[config.mk]
export PLATFORM = sky130hd
export DESIGN_NAME = rtc_tick_gen
export DESIGN_NICKNAME = d
export VERILOG_FILES = /design/src/rtl/rtcp_pkg.sv /design/src/rtl/rtcp_edge_sync.sv /design/src/rtl/rtcp_prescaler.sv /design/src/rtl/rtcp_time_cnt.sv /design/src/rtl/rtc_tick_gen.sv
export SDC_FILE = /design/constraint.sdc
export NUM_CORES = 1
export LEC_CHECK = 0
export ABC_CLOCK_PERIOD_IN_PS = 2200
export BUFFER_PORTS_ARGS = -buffer_cell sky130_fd_sc_hd__buf_2
export CELL_PAD_IN_SITES_DETAIL_PLACEMENT = 1
export CELL_PAD_IN_SITES_GLOBAL_PLACEMENT = 2
export CORE_UTILIZATION = 28
export CTS_CLUSTER_SIZE = 30
export DETAILED_ROUTE_END_ITERATION = 6
export PLACE_DENSITY = 0.78
export SYNTH_ARGS = -nofsm -noshare
export SYNTH_HDL_FRONTEND = slang
export SYNTH_HIERARCHICAL = 1
export SYNTH_SLANG_ARGS = --single-unit
export TNS_END_PERCENT = 10
[constraint.sdc]
create_clock -name clk -period 2.2 [get_ports clk]
set_clock_uncertainty 0.15 [all_clocks]
set_input_delay 0 -clock clk [delete_from_list [all_inputs] [get_ports clk]]
set_output_delay 0 -clock clk [all_outputs]
set_load 0.005 [all_outputs]
[src/rtl/rtcp_pkg.sv]
package rtcp_pkg;
    localparam int PRE_W     = 6;
    localparam int TIME_W    = 6;
    localparam int TIME_LAST = 59;
    localparam int SYNC_N    = 2;

    typedef struct packed {
        logic [TIME_W-1:0] sec;
        logic [TIME_W-1:0] min;
        logic              tick;
    } time_st_t;
endpackage

[src/rtl/rtcp_edge_sync.sv]
module rtcp_edge_sync #(
    parameter int STAGES = 2
) (
    input  logic clk,
    input  logic rst_n,
    input  logic async_i,
    output logic rise_o
);
    // chain[0..STAGES-1] synchroniser, chain[STAGES] previous value for edge detect
    typedef struct packed {
        logic [STAGES:0] chain;
    } sync_st_t;

    sync_st_t st_d, st_q;

    always_comb begin
        st_d = st_q;
        st_d.chain[0] = async_i;
        for (int i = 1; i <= STAGES; i++) begin
            st_d.chain[i] = st_q.chain[i-1];
        end
    end

    always_ff @(posedge clk or negedge rst_n) begin
        if (!rst_n) st_q <= '0;
        else        st_q <= st_d;
    end

    assign rise_o = st_q.chain[STAGES-1] & ~st_q.chain[STAGES];

    // a detected rise is a one-cycle event
    assert_rise_single_R2: assert property (@(posedge clk) disable iff (!rst_n)
        rise_o |=> !rise_o);
endmodule

[src/rtl/rtcp_prescaler.sv]
module rtcp_prescaler #(
    parameter int W = 6
) (
    input  logic         clk,
    input  logic         rst_n,
    input  logic         evt_i,
    input  logic         stop_i,
    output logic         wrap_o,
    output logic [W-1:0] cnt_o
);
    localparam logic [W-1:0] MID  = W'(1) << (W-1);
    localparam logic [W-1:0] LAST = '1;

    typedef struct packed {
        logic [W-1:0] cnt;
    } pre_st_t;

    pre_st_t st_d, st_q;
    logic    at_last;

    assign at_last = (st_q.cnt == LAST);

    always_comb begin
        st_d = st_q;
        if (stop_i) begin
            st_d.cnt = MID;
        end else if (evt_i) begin
            st_d.cnt = at_last ? '0 : st_q.cnt + W'(1);
        end
    end

    always_ff @(posedge clk or negedge rst_n) begin
        if (!rst_n) st_q <= '{cnt: MID};
        else        st_q <= st_d;
    end

    assign wrap_o = evt_i & ~stop_i & at_last;
    assign cnt_o  = st_q.cnt;

    assert_hold_mid_R3: assert property (@(posedge clk) disable iff (!rst_n)
        stop_i |=> (cnt_o == MID));

    // after a wrap the count restarts from zero
    assert_restart_R5: assert property (@(posedge clk) disable iff (!rst_n)
        wrap_o |=> (cnt_o == '0));

    assert_idle_hold_R4: assert property (@(posedge clk) disable iff (!rst_n)
        (!stop_i && !evt_i) |=> $stable(cnt_o));
endmodule

[src/rtl/rtcp_time_cnt.sv]
module rtcp_time_cnt
    import rtcp_pkg::*;
(
    input  logic              clk,
    input  logic              rst_n,
    input  logic              adv_i,
    input  logic              wr_en_i,
    input  logic [TIME_W-1:0] wr_sec_i,
    input  logic [TIME_W-1:0] wr_min_i,
    output logic [TIME_W-1:0] sec_o,
    output logic [TIME_W-1:0] min_o,
    output logic              tick_o
);
    localparam logic [TIME_W-1:0] LAST = TIME_W'(TIME_LAST);

    time_st_t st_d, st_q;

    function automatic logic [TIME_W-1:0] clamp(input logic [TIME_W-1:0] v);
        return (v > LAST) ? LAST : v;
    endfunction

    always_comb begin
        st_d      = st_q;
        st_d.tick = 1'b0;
        if (wr_en_i) begin
            st_d.sec = clamp(wr_sec_i);
            st_d.min = clamp(wr_min_i);
        end else if (adv_i) begin
            st_d.tick = 1'b1;
            if (st_q.sec == LAST) begin
                st_d.sec = '0;
                st_d.min = (st_q.min == LAST) ? '0 : st_q.min + TIME_W'(1);
            end else begin
                st_d.sec = st_q.sec + TIME_W'(1);
            end
        end
    end

    always_ff @(posedge clk or negedge rst_n) begin
        if (!rst_n) st_q <= '0;
        else        st_q <= st_d;
    end

    assign sec_o  = st_q.sec;
    assign min_o  = st_q.min;
    assign tick_o = st_q.tick;

    assert_sec_range_R7: assert property (@(posedge clk) disable iff (!rst_n)
        sec_o <= LAST);

    assert_min_range_R8: assert property (@(posedge clk) disable iff (!rst_n)
        min_o <= LAST);

    assert_write_no_tick_R9: assert property (@(posedge clk) disable iff (!rst_n)
        wr_en_i |=> !tick_o);

    assert_tick_pulse_R6: assert property (@(posedge clk) disable iff (!rst_n)
        tick_o |-> !$stable(sec_o));
endmodule

[src/rtl/rtc_tick_gen.sv]
module rtc_tick_gen
    import rtcp_pkg::*;
(
    input  logic              clk,
    input  logic              rst_n,
    input  logic              test_sel_i,
    input  logic              stop_i,
    input  logic              osc_stb_i,
    input  logic              ext_clk_i,
    input  logic              wr_en_i,
    input  logic [TIME_W-1:0] wr_sec_i,
    input  logic [TIME_W-1:0] wr_min_i,
    output logic              tick_o,
    output logic [TIME_W-1:0] sec_o,
    output logic [TIME_W-1:0] min_o
);
    logic             ext_rise;
    logic             src_evt;
    logic             wrap;
    logic [PRE_W-1:0] pre_cnt;

    rtcp_edge_sync #(.STAGES(SYNC_N)) u_sync (
        .clk     (clk),
        .rst_n   (rst_n),
        .async_i (ext_clk_i),
        .rise_o  (ext_rise)
    );

    assign src_evt = test_sel_i ? ext_rise : osc_stb_i;

    rtcp_prescaler #(.W(PRE_W)) u_pre (
        .clk    (clk),
        .rst_n  (rst_n),
        .evt_i  (src_evt),
        .stop_i (stop_i),
        .wrap_o (wrap),
        .cnt_o  (pre_cnt)
    );

    rtcp_time_cnt u_time (
        .clk      (clk),
        .rst_n    (rst_n),
        .adv_i    (wrap),
        .wr_en_i  (wr_en_i),
        .wr_sec_i (wr_sec_i),
        .wr_min_i (wr_min_i),
        .sec_o    (sec_o),
        .min_o    (min_o),
        .tick_o   (tick_o)
    );

    assert_stop_no_tick_R3: assert property (@(posedge clk) disable iff (!rst_n)
        stop_i |=> !tick_o);

    assert_stop_freeze_R3: assert property (@(posedge clk) disable iff (!rst_n)
        (stop_i && !wr_en_i) |=> ($stable(sec_o) && $stable(min_o)));

    assert_tick_from_last_R5: assert property (@(posedge clk) disable iff (!rst_n)
        tick_o |-> ($past(pre_cnt) == {PRE_W{1'b1}}));
endmodule

Yosys cells after proc, flatten, opt, wreduce, memory -nomap -nowiden
Cells that the tools add are included.
{"block": "word_totals", "register_bits": 22, "inputBits": 19, "output_inout_bits": 13, "elab_cells": 34}
{"block": "op_classes", "addsub": 3, "order_cmp": 2, "n_eq_ne": 3, "mux": 12, "bitwise": 5, "n_reduce_logical": 4}
{"cell": "6-bit 2-to-1 mux", "n": 8}
{"cell": "6-bit by 1-bit adder with 6-bit output, second input constant", "n": 3}
{"cell": "6-bit == test, second input constant", "n": 3}
{"cell": "13-bit 2-to-1 mux", "n": 1}
{"cell": "6-bit greater-than comparator, second input constant", "n": 2}
{"cell": "12-bit 2-to-1 mux", "n": 1}
{"cell": "2-bit nonzero test", "n": 3}
{"cell": "1-bit AND", "n": 3}
{"cell": "1-bit 2-to-1 mux", "n": 2}
{"cell": "1-bit inverter", "n": 2}
{"cell": "2-bit AND reduction", "n": 1}

Logic depth before layout (Yosys ltp)
{"block": "depth", "depth_word": 7, "depth_mapped": 9, "ltp_nobuf": 8}

By module
The synthesis kept the hierarchy.
{"mod": "rtcp_time_cnt", "n_inst": 1, "cells_per_inst": 96, "area_each_um2": 827.0, "seq_area_each_um2": 325.3}
{"mod": "rtcp_prescaler", "n_inst": 1, "cells_per_inst": 34, "area_each_um2": 326.6, "seq_area_each_um2": 151.4}
{"mod": "rtcp_edge_sync", "n_inst": 1, "cells_per_inst": 4, "area_each_um2": 88.8, "seq_area_each_um2": 75.1}
{"mod": "rtc_tick_gen", "n_inst": 1, "cells_per_inst": 1, "area_each_um2": 15.0, "seq_area_each_um2": 0.0}

Worst setup path after synthesis
No wires, ideal clock.
{"block": "synth_timing", "kind": "flip-flop to flip-flop", "from": "register u_sync/st_q[2] in the netlist's numbering", "to": "register u_time.st_q (netlist bit u_time/min_o[4])", "setup_ns": 0.080, "arrival_ns": 2.090, "required_ns": 1.970, "slack_ns": -0.120, "path_stages_with_launch": 10, "n_path_buf": 1, "period_less_slack_ns": 2.320, "cell_sequence": "dfrtp_1 > nor2b_4 > mux2_4 > inv_1 > nor3_1 > nand2_1 > or3_1 > buf_6 > o41a_1 > a2bb2oi_1"}
{"block": "synth_between", "elab_chain_cells": 7}
{"item": "from (decl)", "line": "rtcp_edge_sync.sv:14", "text": "sync_st_t st_d, st_q;"}
{"item": "from (signal assigned)", "line": "rtcp_edge_sync.sv:26", "text": "else st_q <= st_d;"}
{"item": "1-bit inverter", "line": "rtcp_edge_sync.sv:29", "text": "assign rise_o = st_q.chain[STAGES-1] & ~st_q.chain[STAGES];"}
{"item": "1-bit AND", "line": "rtcp_edge_sync.sv:29"}
{"item": "named net ext_rise", "line": "rtc_tick_gen.sv:17", "text": "logic ext_rise;"}
{"item": "1-bit 2-to-1 mux", "line": "rtc_tick_gen.sv:29", "text": "assign src_evt = test_sel_i ? ext_rise : osc_stb_i;"}
{"item": "named net src_evt", "line": "rtc_tick_gen.sv:18", "text": "logic src_evt;"}
{"item": "1-bit AND (2 in a row)", "line": "rtcp_prescaler.sv:37", "text": "assign wrap_o = evt_i & ~stop_i & at_last;"}
{"item": "named net wrap", "line": "rtc_tick_gen.sv:19", "text": "logic wrap;"}
{"item": "2-bit nonzero test (no line)"}
{"item": "2-bit AND reduction (no line)"}
{"item": "to (signal assigned)", "line": "rtcp_time_cnt.sv:41", "text": "else st_q <= st_d;"}
{"item": "to (decl)", "line": "rtcp_time_cnt.sv:16", "text": "time_st_t st_d, st_q;"}
The timed path passes the listed nets, and every way through them passes these cells.
A chain may end at the register's enable or synchronous reset.

Final worst setup path
{"block": "layout_timing", "from": "register u_pre.st_q (netlist bit u_pre/cnt_o[4])", "to": "register u_time.st_q (netlist bit u_time/min_o[0])"}
{"block": "layout_between", "elab_chain_cells": 4}
{"item": "from (decl)", "line": "rtcp_prescaler.sv:18", "text": "pre_st_t st_d, st_q;"}
{"item": "from (signal assigned)", "line": "rtcp_prescaler.sv:33", "text": "if (!rst_n) st_q <= '{cnt: MID};"}
{"item": "from (signal assigned)", "line": "rtcp_prescaler.sv:34", "text": "else st_q <= st_d;"}
{"item": "6-bit == test", "line": "rtcp_prescaler.sv:21", "text": "assign at_last = (st_q.cnt == LAST);"}
{"item": "1-bit AND", "line": "rtcp_prescaler.sv:37"}
{"item": "named net wrap", "line": "rtc_tick_gen.sv:19"}
{"item": "2-bit nonzero test (no line)"}
{"item": "2-bit AND reduction (no line)"}
The timed path passes the listed nets, and every way through them passes these cells.

==> metrics.cfg <==
[run_status]
status=finished clean

[detailed_routing]
route.detailed.drc=0
viasPerCell=5.266
postRouteAntennaNets=0
first_pass_iters=4
wire_per_inst_um=14.90
vias=1306
drt_iter0_drc=47
wirelength_mm=3.696

[sta]
finalCriticalPeriod_ns=2.098
hold_viol=0
period_share_pct=95.38
slew_headroom_pct=64.27
setup_viol=0
fmax_mhz=476.5
slew_viol_final=0
worst_hold_slack_ns=0.02350
tightest_slew_ns=0.5359
tns_ns=0

[critical_path]
cp-start-kind=register
r2r_end=u_time/min_o[0]
end_kind=register
worstPathMaxFanout=5
rr_startpoint=u_pre/cnt_o[4]
cp.arrival_ns=2.09
critical_path_class=register to register
r2r_cells=8
cp.required_ns=2.19
regToRegSetupSlack_ns=0.10

[yosys]
synthFlopType=dfrtp_1
avgSynthCellArea_um2=9.314
synth_cell_types=44
synth-seq-cells=22
ys_seq_area_share_pct=43.88
syn_area_mm2=0.001257
synth_edf_count=0
ys_warn_count=6
syn-num-nets=157
synthCells=135
ys_async_sr_fraction_pct=100.0

[place]
dp.cells=223
portBuffers=31
dp_hpwl_mm=2.671
place_congestion=0.8499

[floorplan]
start_util_pct=29.08
die_x_um=69.02
rows=24
die_h_um=69.02
boundaryPins=32
coreArea_mm2=0.004324
die-area_mm2=0.004763

[final_layout]
drive_gt1_share_pct=31.12
fin_util_pct=42.68
area_delta_synth_final_pct=46.77
final_cells=248
num_antenna_cells=0
finalNetCount=219

[flow_run]
maxCapViolCount=0

[grt]
grt-busiest-layer=met2
grt_use_met3_pct=3.655
grtUsageMet2_pct=29.02
grtUsageMet1_pct=20.96
antenna_found_initial=0
grt.overflow.total=0
grt_max_degree=23
grt_use_total_pct=16.59
first_global_vias=1387
grt_pass1_wl_mm=6.534

[hold_path]
hold_path_depth=5
hold_end=u_pre/cnt_o[0]
hp-start=osc_stb_i
hp-class=input port to register

[clock_network]
cts_sinks=22
clkTransAtPathRegs_ns=0.08
h-tree-depth=1
cts_inserted_buffers=3
clock_latency_ns=0.26
clock-root-buffer=clkbuf_8
cts_buffer_depth=2
cts_tree=built

[pwr]
leakage_nw=0.8217
vdd_ir_drop_max_uv=265.6
powerDensity_mw_per_mm2=517.4

-- registers in the layout (all words and copies together) (netlist names) --
name,flops
u_pre/cnt_o,6
u_sync/st_q,3
u_time/min_o,6
u_time/sec_o,6
u_time/tick_o,1
-- logic make-up after synthesis --
family | share of synthesized area [%]
AOI/OAI and AO/OA | 21.40
and+or+nand+nor | 21.00
xor gates and xnor gates | 2.090
DFF | 43.88
adders and majority gates | 2.985
buffers and inverters | 5.075
muxes | 3.582
-- per-stage QoR --
stage | total power, W | setup WS (ns) | instance area [um2]
2_1_floorplan | 0.0005551 | 0.03219 | 1276
3_3_place_gp | 0.0006321 | 0.1431 | 1545
3_5_place_dp | 0.0006387 | 0.07201 | 1545
4_1_cts | 0.0009668 | 0.01522 | 1800
5_1_grt | 0.001017 | -0.006823 | 1846
6_report | 0.0009548 | 0.1016 | 1846
-- repair_timing --
item | CTS | global route
setup endpoints to repair | 0 | 4
hold buffers | 20 | 0
setup buffers | 0 | 1
hold endpoints to repair | 41 | 0
gates resized for setup | 0 | 6
-- synth_stat cells (all sizes together), types with 2 or more instances --
cell type / instances / share of area, %
nor3: 5 / 2.0
a2bb2oi: 2 / 1.4
and3: 3 / 1.5
dfrtp: 21 / 42
o41ai: 2 / 1.4
o21ai: 6 / 2.4
mux2i: 3 / 2.4
clkbuf: 3 / 0.90
a32oi: 2 / 1.4
nand2: 13 / 3.9
a31oi: 5 / 2.5
nor2: 7 / 2.1
a21oi: 9 / 3.9
ha: 3 / 3.0
nor2b: 3 / 2.1
nand3: 7 / 3.2
xor2: 2 / 1.4
nand4: 5 / 2.5
nor3b: 3 / 1.8
inv: 10 / 3.0
buf: 2 / 1.2
-- worst max-delay path, cell delays in order (launching register included) --
cell     delay [ns]
dfrtp_1        0.38
and3_4         0.21
nand3_2        0.11
nor3_4         0.22
nand2_2        0.07
or3_4          0.40
buf_4          0.17
a31oi_4        0.17
o41ai_2        0.09
-- how the worst max path moves through the flow --
stage | cells after the start | slack [ns] | end | from
after floorplan | 9 | 0.03 | u_time/min_o[4] | u_sync/st_q[2]
after CTS | 7 | 0.02 | u_time/min_o[0] | u_pre/cnt_o[4]
after global routing | 8 | -0.007 | u_time/min_o[0] | u_pre/cnt_o[4]
after detailed placement | 8 | 0.07 | u_time/min_o[0] | u_pre/cnt_o[4]
after global placement | 7 | 0.14 | u_time/min_o[0] | u_pre/cnt_o[4]
final | 8 | 0.10 | u_time/min_o[0] | u_pre/cnt_o[4]
-- where the power goes --
part | total (W) | switching (W) | internal, W
Clock | 0.000291 | 0.000131 | 0.000159
Combinational | 0.000194 | 0.0000930 | 0.000101
Sequential | 0.000470 | 0.0000402 | 0.000430
Total | 0.000955 | 0.000265 | 0.000690
-- cell usage in the layout (no fill, tap or decap), drive strengths merged, types with 2 or more instances in the layout --
cell,instances
a32oi,2
dlygate4sd3,20
clkbuf,4
mux2i,3
nand4,5
o41ai,2
nand2,13
xor2,2
a2bb2oi,2
nor3b,3
a31oi,5
and3,3
inv,10
ha,3
nor3,5
o21ai,6
nand3,7
nor2,7
dfrtp,21
a21oi,9
buf,42
nor2b,3
-- cell type report --
cell class	instances	area (um2)
repair buffers	62	437.9
inverters	10	40.04
flip-flops and latches	22	551.8
fillers	512	2479
clock buffers	4	55.05
well taps	52	65.06
multi-input cells	98	695.7
-- routing by layer --
metal,part of all wire (%),wire length (um)
met5,0,0
met2,50,1863
met3,2.9,107
met1,46,1700
met4,0.68,25
No activity file was read; power rests on OpenSTA's default activity.
